<file path="src/rtl/asu_pkg.sv">
// Package: shared operation codes and lane encodings for the add/subtract/average unit.
// Assumes: operation code is 3 bits, lane select is 2 bits (8 << sel bits per lane).
package asu_pkg;

    typedef enum logic [2:0] {
        OP_ADD       = 3'd0,
        OP_SUB       = 3'd1,
        OP_ADD_INC   = 3'd2,
        OP_SUB_DEC   = 3'd3,
        OP_AVG_DN    = 3'd4,
        OP_AVG_UP    = 3'd5,
        OP_HDIFF     = 3'd6,
        OP_HDIFF_DEC = 3'd7
    } asu_op_e;

    typedef enum logic [1:0] {
        LANE_8  = 2'd0,
        LANE_16 = 2'd1,
        LANE_32 = 2'd2,
        LANE_64 = 2'd3
    } asu_lane_e;

    // Carry injected at the bottom of every lane for a given operation.
    function automatic logic op_cin(input logic [2:0] op);
        return (op == OP_SUB) || (op == OP_ADD_INC) ||
               (op == OP_AVG_UP) || (op == OP_HDIFF);
    endfunction

    // Two-cycle operations: all halving forms and anything wider than 8-bit lanes.
    function automatic logic op_is_slow(input logic [2:0] op, input logic [1:0] lane);
        return op[2] || (lane != LANE_8);
    endfunction

endpackage

</file>
<file path="src/rtl/asu_byte_prep.sv">
// Module: asu_byte_prep
// One byte of operand conditioning plus both carry-select sums.
// Swaps the operands for B-A forms and inverts the subtrahend for every subtract.
// Produces 9-bit sums for carry-in 0 and carry-in 1.
// Assumes: purely combinational, one instance per byte of the datapath.
module asu_byte_prep
    import asu_pkg::*;
(
    input  logic [2:0] op,
    input  logic [7:0] a_byte,
    input  logic [7:0] b_byte,
    output logic [8:0] sum_c0,
    output logic [8:0] sum_c1
);

    logic       swap;
    logic       inv;
    logic [7:0] x_opd;
    logic [7:0] y_raw;
    logic [7:0] y_opd;

    // Select operand order and polarity for the requested operation.
    always_comb begin
        swap  = (op == OP_HDIFF) || (op == OP_HDIFF_DEC);
        inv   = (op == OP_SUB) || (op == OP_SUB_DEC) || swap;
        x_opd = swap ? b_byte : a_byte;
        y_raw = swap ? a_byte : b_byte;
        y_opd = inv ? ~y_raw : y_raw;
    end

    // Both carry-select candidates for this byte.
    always_comb begin
        sum_c0 = {1'b0, x_opd} + {1'b0, y_opd};
        sum_c1 = {1'b0, x_opd} + {1'b0, y_opd} + 9'd1;
    end

endmodule

</file>
<file path="src/rtl/asu_lane_resolve.sv">
// Module: asu_lane_resolve
// Joins byte carry-select sums into lanes and injects the lane carry-in.
// Collects one carry-out per lane and, for halving operations, shifts each
// (L+1)-bit lane result right by one.
// Assumes: NB bytes; lane select 0..3 means 1, 2, 4 or 8 bytes per lane.
// Assumes: NB is a multiple of 8.
module asu_lane_resolve
    import asu_pkg::*;
#(
    parameter int NB = 8
) (
    input  logic [NB-1:0][8:0] sum_c0,
    input  logic [NB-1:0][8:0] sum_c1,
    input  logic [2:0]         op,
    input  logic [1:0]         lane,
    output logic [8*NB-1:0]    y,
    output logic [NB-1:0]      cout
);

    localparam int W = 8 * NB;

    logic [W:0]    full_ext;
    logic [NB-1:0] last_b;
    logic [NB-1:0] top_b;
    logic          carry;
    logic          ci;
    logic          cin;
    logic          halve;
    logic          diff;
    logic [8:0]    pick;
    int            lbytes;

    // Ripple the byte carries inside each lane; restart at every lane start.
    always_comb begin
        lbytes   = 1 << lane;
        cin      = op_cin(op);
        diff     = op[2] && op[1];
        carry    = 1'b0;
        cout     = '0;
        full_ext = '0;
        last_b   = '0;
        top_b    = '0;
        for (int j = 0; j < NB; j++) begin
            ci    = ((j & (lbytes - 1)) == 0) ? cin : carry;
            pick  = ci ? sum_c1[j] : sum_c0[j];
            carry = pick[8];
            full_ext[8*j +: 8] = pick[7:0];
            if ((j & (lbytes - 1)) == lbytes - 1) begin
                last_b[j]       = 1'b1;
                top_b[j]        = diff ? ~carry : carry;
                cout[j >> lane] = carry;
            end
        end
    end

    // Output bits: straight sum, or the (L+1)-bit lane value shifted right once.
    always_comb begin
        halve = op[2];
        for (int p = 0; p < W; p++) begin
            if (!halve)
                y[p] = full_ext[p];
            else if ((p % 8 == 7) && last_b[p / 8])
                y[p] = top_b[p / 8];
            else
                y[p] = full_ext[p + 1];
        end
    end

endmodule

</file>
<file path="src/rtl/simd_addsub_avg.sv">
// Module: simd_addsub_avg (top)
// Packed-lane add/subtract/average unit.
// Stage 1 registers the byte carry-select sums. One-cycle results (ops 0-3,
// 8-bit lanes) leave straight from the resolver on that stage. Two-cycle
// results are registered once more. in_ready stalls a one-cycle issue that
// would land on the same output cycle as the previous two-cycle issue.
// Assumes: WIDTH is a multiple of 64; synchronous active-low reset.
module simd_addsub_avg
    import asu_pkg::*;
#(
    parameter int WIDTH = 64
) (
    input  logic               clk,
    input  logic               rst_n,
    input  logic               in_valid,
    output logic               in_ready,
    input  logic [2:0]         in_op,
    input  logic [1:0]         in_lane,
    input  logic [WIDTH-1:0]   in_a,
    input  logic [WIDTH-1:0]   in_b,
    output logic               out_valid,
    output logic [WIDTH-1:0]   out_y,
    output logic [WIDTH/8-1:0] out_cout
);

    localparam int NB = WIDTH / 8;

    logic [NB-1:0][8:0] byte_s0;
    logic [NB-1:0][8:0] byte_s1;
    logic [NB-1:0][8:0] s1_s0;
    logic [NB-1:0][8:0] s1_s1;
    logic [2:0]         s1_op;
    logic [1:0]         s1_lane;
    logic               s1_v;
    logic               s1_slow;
    logic [WIDTH-1:0]   res_y;
    logic [NB-1:0]      res_cout;
    logic [WIDTH-1:0]   s2_y;
    logic [NB-1:0]      s2_cout;
    logic               s2_v;
    logic               slow_in;
    logic               acc;
    logic               fast_out;

    // Issue control: classify the incoming op and decide acceptance.
    always_comb begin
        slow_in  = op_is_slow(in_op, in_lane);
        in_ready = !(s1_v && s1_slow && !slow_in);
        acc      = in_valid && in_ready;
    end

    // Per-byte operand conditioning and carry-select sums.
    for (genvar g = 0; g < NB; g++) begin : g_byte
        asu_byte_prep u_prep (
            .op     (in_op),
            .a_byte (in_a[8*g +: 8]),
            .b_byte (in_b[8*g +: 8]),
            .sum_c0 (byte_s0[g]),
            .sum_c1 (byte_s1[g])
        );
    end

    // Stage 1 valid and latency class.
    always_ff @(posedge clk) begin
        if (!rst_n) begin
            s1_v    <= 1'b0;
            s1_slow <= 1'b0;
        end else begin
            s1_v    <= acc;
            s1_slow <= slow_in;
        end
    end

    // Stage 1 data capture on acceptance.
    always_ff @(posedge clk) begin
        if (acc) begin
            s1_s0   <= byte_s0;
            s1_s1   <= byte_s1;
            s1_op   <= in_op;
            s1_lane <= in_lane;
        end
    end

    asu_lane_resolve #(.NB(NB)) u_resolve (
        .sum_c0 (s1_s0),
        .sum_c1 (s1_s1),
        .op     (s1_op),
        .lane   (s1_lane),
        .y      (res_y),
        .cout   (res_cout)
    );

    // Stage 2 valid for two-cycle operations.
    always_ff @(posedge clk) begin
        if (!rst_n) s2_v <= 1'b0;
        else        s2_v <= s1_v && s1_slow;
    end

    // Stage 2 data capture for two-cycle operations.
    always_ff @(posedge clk) begin
        if (s1_v && s1_slow) begin
            s2_y    <= res_y;
            s2_cout <= res_cout;
        end
    end

    // Output select between the one-cycle and two-cycle paths.
    always_comb begin
        fast_out  = s1_v && !s1_slow;
        out_valid = fast_out || s2_v;
        out_y     = fast_out ? res_y : s2_y;
        out_cout  = fast_out ? res_cout : s2_cout;
    end

    // a one-cycle issue shows up on the next clock.
    p_fast_latency_r7: assert property (@(posedge clk) disable iff (!rst_n)
        (acc && !slow_in) |=> out_valid);

    // a two-cycle issue shows up two clocks later.
    p_slow_latency_r7: assert property (@(posedge clk) disable iff (!rst_n)
        (acc && slow_in) |=> ##1 out_valid);

    // the two result paths never drive the output in the same cycle.
    p_one_source_r8: assert property (@(posedge clk) disable iff (!rst_n)
        !(fast_out && s2_v));

    // right after a two-cycle acceptance no one-cycle op gets in.
    p_stall_fast_r8: assert property (@(posedge clk) disable iff (!rst_n)
        (acc && slow_in) |=> !(in_valid && in_ready && !slow_in));

    // with no acceptance in the last two cycles the output stays quiet.
    p_idle_quiet_r1: assert property (@(posedge clk) disable iff (!rst_n)
        (!$past(acc) && !$past(acc, 2)) |-> !out_valid);

endmodule

</file>
<file path="config.mk">
export PLATFORM = sky130hd
export DESIGN_NAME = simd_addsub_avg
export DESIGN_NICKNAME = d
export VERILOG_FILES = /design/src/rtl/asu_pkg.sv /design/src/rtl/asu_byte_prep.sv /design/src/rtl/asu_lane_resolve.sv /design/src/rtl/simd_addsub_avg.sv
export SDC_FILE = /design/constraint.sdc
export NUM_CORES = 1
export LEC_CHECK = 0
export BUFFER_PORTS_ARGS = -buffer_cell sky130_fd_sc_hd__buf_2
export CAP_MARGIN = 0
export CORE_ASPECT_RATIO = 0.8
export CORE_MARGIN = 2
export CORE_UTILIZATION = 54
export DETAILED_ROUTE_END_ITERATION = 8
export PLACE_DENSITY = 0.82
export SETUP_SLACK_MARGIN = 0.4
export SKIP_LAST_GASP = 1
export SLEW_MARGIN = 20
export SYNTH_ARGS = -nofsm -noshare
export SYNTH_HDL_FRONTEND = slang
export SYNTH_HIERARCHICAL = 1
export SYNTH_SLANG_ARGS = --single-unit
</file>
<file path="constraint.sdc">
create_clock -name clk -period 14.4 [get_ports clk]
set_clock_uncertainty 0.2 [all_clocks]
set_input_delay 1.44 -clock clk [delete_from_list [all_inputs] [get_ports clk]]
set_output_delay 1.44 -clock clk [all_outputs]
set_load 0.005 [all_outputs]
</file>
Yosys cells after proc, flatten, opt, wreduce, memory -nomap -nowiden
Index checks and enable logic that the tools add are counted.
W data, S select, Z words.
- multiplexer cells: 168
- add/sub/neg operators: 17
- reduce and logical (&&, ||, !) cells: 40
- bitwise gates (word level): 17
- eq/ne operators: 8
- magnitude comparators: 16
- shift-type cells: 9
- operators by type and width (cell ; count):
    $mux W8 ; 33
    $ge A32 B1 Y1 const B ; 8
    $logic_not A32 Y1 ; 8
    $lt A32 B5 Y1 const B ; 8
    $shr A3 B2 Y32 const A ; 4
    $mux W1 ; 111
    $logic_not A31 Y1 ; 3
    $logic_not A30 Y1 ; 3
    $add A8 B8 Y9 ; 8
    $add A9 B1 Y9 const B ; 8
    $mux W9 ; 8
    $mux W64 ; 1
    $not A8 Y8 ; 8
    $shr A1 B2 Y32 const A ; 2
    $shr A2 B2 Y32 const A ; 2
    $bwmux W8 ; 7
    $shl A1 B2 Y32 const A ; 1
    $sub A32 B2 Y32 const B ; 1
    $logic_not A29 Y1 ; 1
    $demux W1 S3 ; 8
    $logic_and A1 B1 Y1 ; 13
    $eq A3 B3 Y1 const B ; 4
    $and A8 B8 Y8 ; 1
    $logic_or A1 B1 Y1 ; 8
    other kinds (5) ; 16
- register bits after elaboration: 224
- input bits: 136
- output and inout bits: 74

Depth between registers and ports, before layout
- depth in word-level cells: 25
- mapped depth: 16
- gate-level depth less buffers: 14

Modules after synthesis
The synthesis kept the hierarchy.
- modules (own cells, without submodules) (module ; area an instance (um^2) ; sequential area each (um^2) ; cells an instance ; instances):
    simd_addsub_avg ; 7990.2 ; 6696.4 ; 314 ; 1
    asu_byte_prep ; 820.8 ; 0.0 ; 112 ; 8
    asu_lane_resolve ; 2606.2 ; 0.0 ; 329 ; 1

Worst setup path before layout
Ideal clock, no wire load.
- kind: register -> register
- start: register s1_v
- end: register s1_lane[0], enable pin
- data required time: 13313 ps
- setup time: 887 ps
- arrival: 12391 ps
- slack: 922 ps
- cell stages (with the launch flop): 3
- cell sequence: dfxtp_1 and2_1 a21boi_0
- longest elaborated chain between the ends: 4
- ends and longest elaborated chain (what ; line ; source):
    start: declaration ; simd_addsub_avg.sv:34 ; logic s1_v;
    start signal: assignment ; simd_addsub_avg.sv:66 ; s1_v <= 1'b0;
    start signal: assignment ; simd_addsub_avg.sv:69 ; s1_v <= acc;
    $logic_and A1 B1 Y1 (2 in a row) ; simd_addsub_avg.sv:48 ; in_ready = !(s1_v && s1_slow && !slow_in);
    $logic_not A1 Y1 ; simd_addsub_avg.sv:48 ;
    $logic_and A1 B1 Y1 ; simd_addsub_avg.sv:49 ; acc = in_valid && in_ready;
    named net acc ; simd_addsub_avg.sv:42 ; logic acc;
    end signal: assignment ; simd_addsub_avg.sv:80 ; s1_lane <= in_lane;
    end: declaration ; simd_addsub_avg.sv:33 ; logic [1:0] s1_lane;
The timed path passes the listed nets, and every way through them passes these cells.
A chain may end at the register's enable or synchronous reset.

Final worst setup path
- start: register s1_lane[1]
- end: output port out_y[55]
- longest elaborated chain between the ends: 21
- elaborated cells on any way between the ends: 31
- those cells by class: add/sub: 1; shift: 1; mux: 20; bitwise: 1; reduce/logical: 8
- ends and longest elaborated chain (what ; line ; source):
    $shl A1 B2 Y32 (*) ; asu_lane_resolve.sv:35 ; lbytes = 1 << lane;
    $sub A32 B2 Y32 (*) ; - ;
    $logic_not A32 Y1 ; asu_lane_resolve.sv:44 ; ci = ((j & (lbytes - 1)) == 0) ? cin : carry;
    $mux W1 ; asu_lane_resolve.sv:44 ;
    $mux W9 ; asu_lane_resolve.sv:45 ; pick = ci ? sum_c1[j] : sum_c0[j];
    $mux W1 ; asu_lane_resolve.sv:44 ;
    $mux W9 ; asu_lane_resolve.sv:45 ;
    $mux W1 ; asu_lane_resolve.sv:44 ;
    [6 not listed] ; - ;
    $mux W9 ; asu_lane_resolve.sv:45 ;
    $not A1 Y1 ; asu_lane_resolve.sv:50 ; top_b[j] = diff ? ~carry : carry;
    $mux W1 ; asu_lane_resolve.sv:50 ;
    $mux W1 ; asu_lane_resolve.sv:48 ; if ((j & (lbytes - 1)) == lbytes - 1) begin
    $mux W1 ; asu_lane_resolve.sv:62 ; else if ((p % 8 == 7) && last_b[p / 8])
    $mux W1 (*) ; asu_lane_resolve.sv:60 ; if (!halve)
    named net res_y[55] ; simd_addsub_avg.sv:36 ; logic [WIDTH-1:0] res_y;
    $mux W64 (*) ; simd_addsub_avg.sv:111 ; out_y = fast_out ? res_y : s2_y;
    end: declaration ; simd_addsub_avg.sv:22 ; output logic [WIDTH-1:0] out_y,
Mark *: on every way through the listed nets, which the timed path passes. The rest lies on a longest branch.

==> flow_metrics.tcl <==
set metrics [dict create \
    clockRootBuffer "clkbuf_16" \
    tightest_slew_ns 1.07 \
    start_util 0.547 \
    finalCritPeriodShare 0.568 \
    final_antenna_net_count 0 \
    multiInputGateArea_mm2 0.00979 \
    grt_use_total 0.214 \
    ir_drop_mv 0.0541 \
    r2r_setup_slack_ns 8.32 \
    stdcell_count 2153 \
    syn_area_per_cell_um2 11.2 \
    synth_edf_count 221 \
    drt_wl_total_mm 36.8 \
    dieHeight_um 163 \
    syn_area_mm2 0.0172 \
    antennaDiodeCount 0 \
    finalHoldViolations 0 \
    drive_gt1_frac 0.267 \
    hpwl_mm 27.4 \
    fin_tns_setup_ns 0 \
    synthesis.nets 1764 \
    crit_type "reg -> out" \
    routed_via_density 5.76 \
    period_needed_ns 8.18 \
    synthCells 1539 \
    muxShareOfSynthArea 0.183 \
    h-tree-depth 1 \
    finalSetupViolCount 0 \
    synth_xor_area_frac 0.0891 \
    clock_sinks 224 \
    yosysTopAreaCellShare 0.387 \
    ys_seq_area_frac 0.390 \
    first_iter_violations 720 \
    drt_first_pass_iters 5 \
    fillCellCount 2579 \
    p_leak_nw 7.99 \
    synth_top_area_cell "edfxtp_1" \
    ios 210 \
    cp.arrival_ns 6.54 \
    path_clk_slew_ns 0.06 \
    status "completed" \
    synth-simple-area-share 0.0959 \
    hold_buffers 0 \
    hold_class "reg -> reg" \
    rows 58 \
    gp_congestion 0.898 \
    io_buffers 209 \
    synth-compound-area-share 0.133 \
    clockBufferDepth 3 \
    worst-r2r-cell-count 13 \
    rsz0062_at_grt "false" \
    cp_data_required_time_ns 12.76 \
    hp-start "s1_slow$_SDFF_PN0_" \
    final_cell_mix "221 x edfxtp_1, 206 x buf_2, 144 x mux2i_1, 110 x nand2_1, 101 x o21ai_0" \
    powerDensity_mw_per_mm2 122 \
    critPathMaxFanout 31 \
    drv_slew 0 \
    synthAdderAreaFrac 0.0684 \
    areaGrowthSynthToFinish_pct 11.5 \
    antenna_found_initial 0 \
    endpoint_kind "output port" \
    hold_depth 1 \
    drc 0 \
    dieArea_mm2 0.0332 \
    post_cts_buffers 0 \
    cts_resized 0 \
    fmax_ghz 0.122 \
    die_w_um 203 \
    cts_inserted_buffers 23 \
    dp_cells 2114 \
    yosys_warnings 6 \
    grt_pass1_vias 11800 \
    final_common_cell "edfxtp_1" \
    synthFlopType "edfxtp_1" \
    cts_tree "done" \
    seqCellArea_mm2 0.00670 \
    rr_endpoint "s2_y[55]$_DFFE_PN_" \
    coreArea_mm2 0.0314 \
    clk_latency_ns 0.50 \
    num_vias 12400 \
    overflow 0 \
    ys_ff_latch 224 \
    hold_slack_ns 0.314 \
    r2r_start "s1_lane[1]$_DFFE_PP_" \
    wire_per_inst_um 17.1 \
    synth-async-reset-ratio 0 \
    max_cap_viol_count 0 \
    min_to "s2_v$_SDFF_PN0_" \
    synth_top_family_by_area "multiplexers" \
    start_kind "flop" \
    finalNetCount 1944 \
    grt_pass1_wl_mm 58.2 \
    synth.distinct_cells 77 \
    relSlewSlack 0.282 \
    grt_start_max_net_pins 78 \
    ys_top_cells_by_area "edfxtp_1 39%, mux2i_1 8.4%, mux2_4 6.1%, ha_1 5.9%, xnor2_1 4.4%" \
]
-- kinds of logic (layout without fill, tap and decap cells) --
family,count (synthesis),count (layout)
compound gates,324,324
xor+xnor,160,160
fa+ha+maj,89,89
buf+inv,147,341
flops,224,224
mux,271,271
simple gates,324,324
-- layout make-up --
| class | count | share of cell area |
|---|---|---|
| clock buffers | 27 | 0.0309 |
| inverters | 82 | 0.0162 |
| well taps | 420 | 0.0275 |
| flip-flops and latches | 224 | 0.350 |
| multi-input cells | 1168 | 0.512 |
| repair buffers | 220 | 0.0594 |
| clock inverters | 12 | 0.00464 |
-- flip-flops by register name (all words and copies together) (netlist names) --
register and flops:
s1_s0 72, s2_cout 8, s2_v 1, s1_op 3, s1_v 1, s2_y 64, s1_lane 2, s1_slow 1
s1_s1 72
-- synthesized netlist by cell type, types with 12 or more instances --
cell type / number
edfxtp_1: 221
mux2i_1: 144
nand2_1: 110
o21ai_0: 101
nor2_1: 87
xnor2_1: 86
ha_1: 81
inv_1: 81
mux2_4: 70
xor2_1: 57
mux2_2: 56
o211ai_1: 46
clkbuf_1: 40
a21oi_1: 36
and2_1: 19
nand4_1: 19
nor3b_2: 17
nand2b_1: 14
nand3_1: 13
o22ai_1: 13
nor3_1: 12
-- metrics by stage --
stage | instance area [um^2] | util | worst slack [ns] | power [mW]
floorplan | 17200 | - | 0.922 | 1.58
global placement | 18400 | 0.588 | 7.28 | 1.75
detailed placement | 18500 | 0.589 | 6.89 | 1.78
CTS | 19100 | 0.610 | 6.32 | 2.34
global route | 19100 | 0.610 | 5.92 | 2.46
finish | 19100 | 0.610 | 6.22 | 2.33
-- report_power, final --
group	switching [mW]	internal, mW
clock network	0.242	0.311
registers	0.0335	0.888
logic	0.484	0.370
-- how the worst max path moves through the flow --
stage,end,cells past startpoint,slack (ns),from
2_1_floorplan,s1_lane[0]$_DFFE_PP_,2,0.92,s1_v$_SDFF_PN0_
3_3_place_gp,out_y[55],15,7.28,s1_lane[1]$_DFFE_PP_
3_5_place_dp,out_y[55],15,6.89,s1_lane[1]$_DFFE_PP_
4_1_cts,out_y[55],15,6.32,s1_lane[1]$_DFFE_PP_
5_1_grt,out_y[55],15,5.92,s1_lane[1]$_DFFE_PP_
6_report,out_y[55],15,6.22,s1_lane[1]$_DFFE_PP_
-- worst max-delay path: stages, from the launching register on --
cell and delay (ns):
edfxtp_1 0.50, inv_1 0.18, ha_1 0.17, buf_4 0.31
inv_1 0.23, ha_1 0.48, nor4_4 0.40, mux2i_1 0.34
nand3_1 0.63, o211ai_1 0.52, and3_1 0.59, mux2i_1 0.68
o22ai_1 0.18, a311o_1 0.39, mux2_4 0.28, buf_2 0.13
-- routing by layer --
metal / vias to the layer above / wire length [um] / GRT usage
li1: 6068 / - / -
met1: 5978 / 17600 / 0.304
met2: 314 / 16900 / 0.356
met3: 41 / 1730 / 0.0251
met4: 0 / 582 / 0.0401
met5: - / 0 / 0
Note: power is estimated with default switching activity, not from simulation.
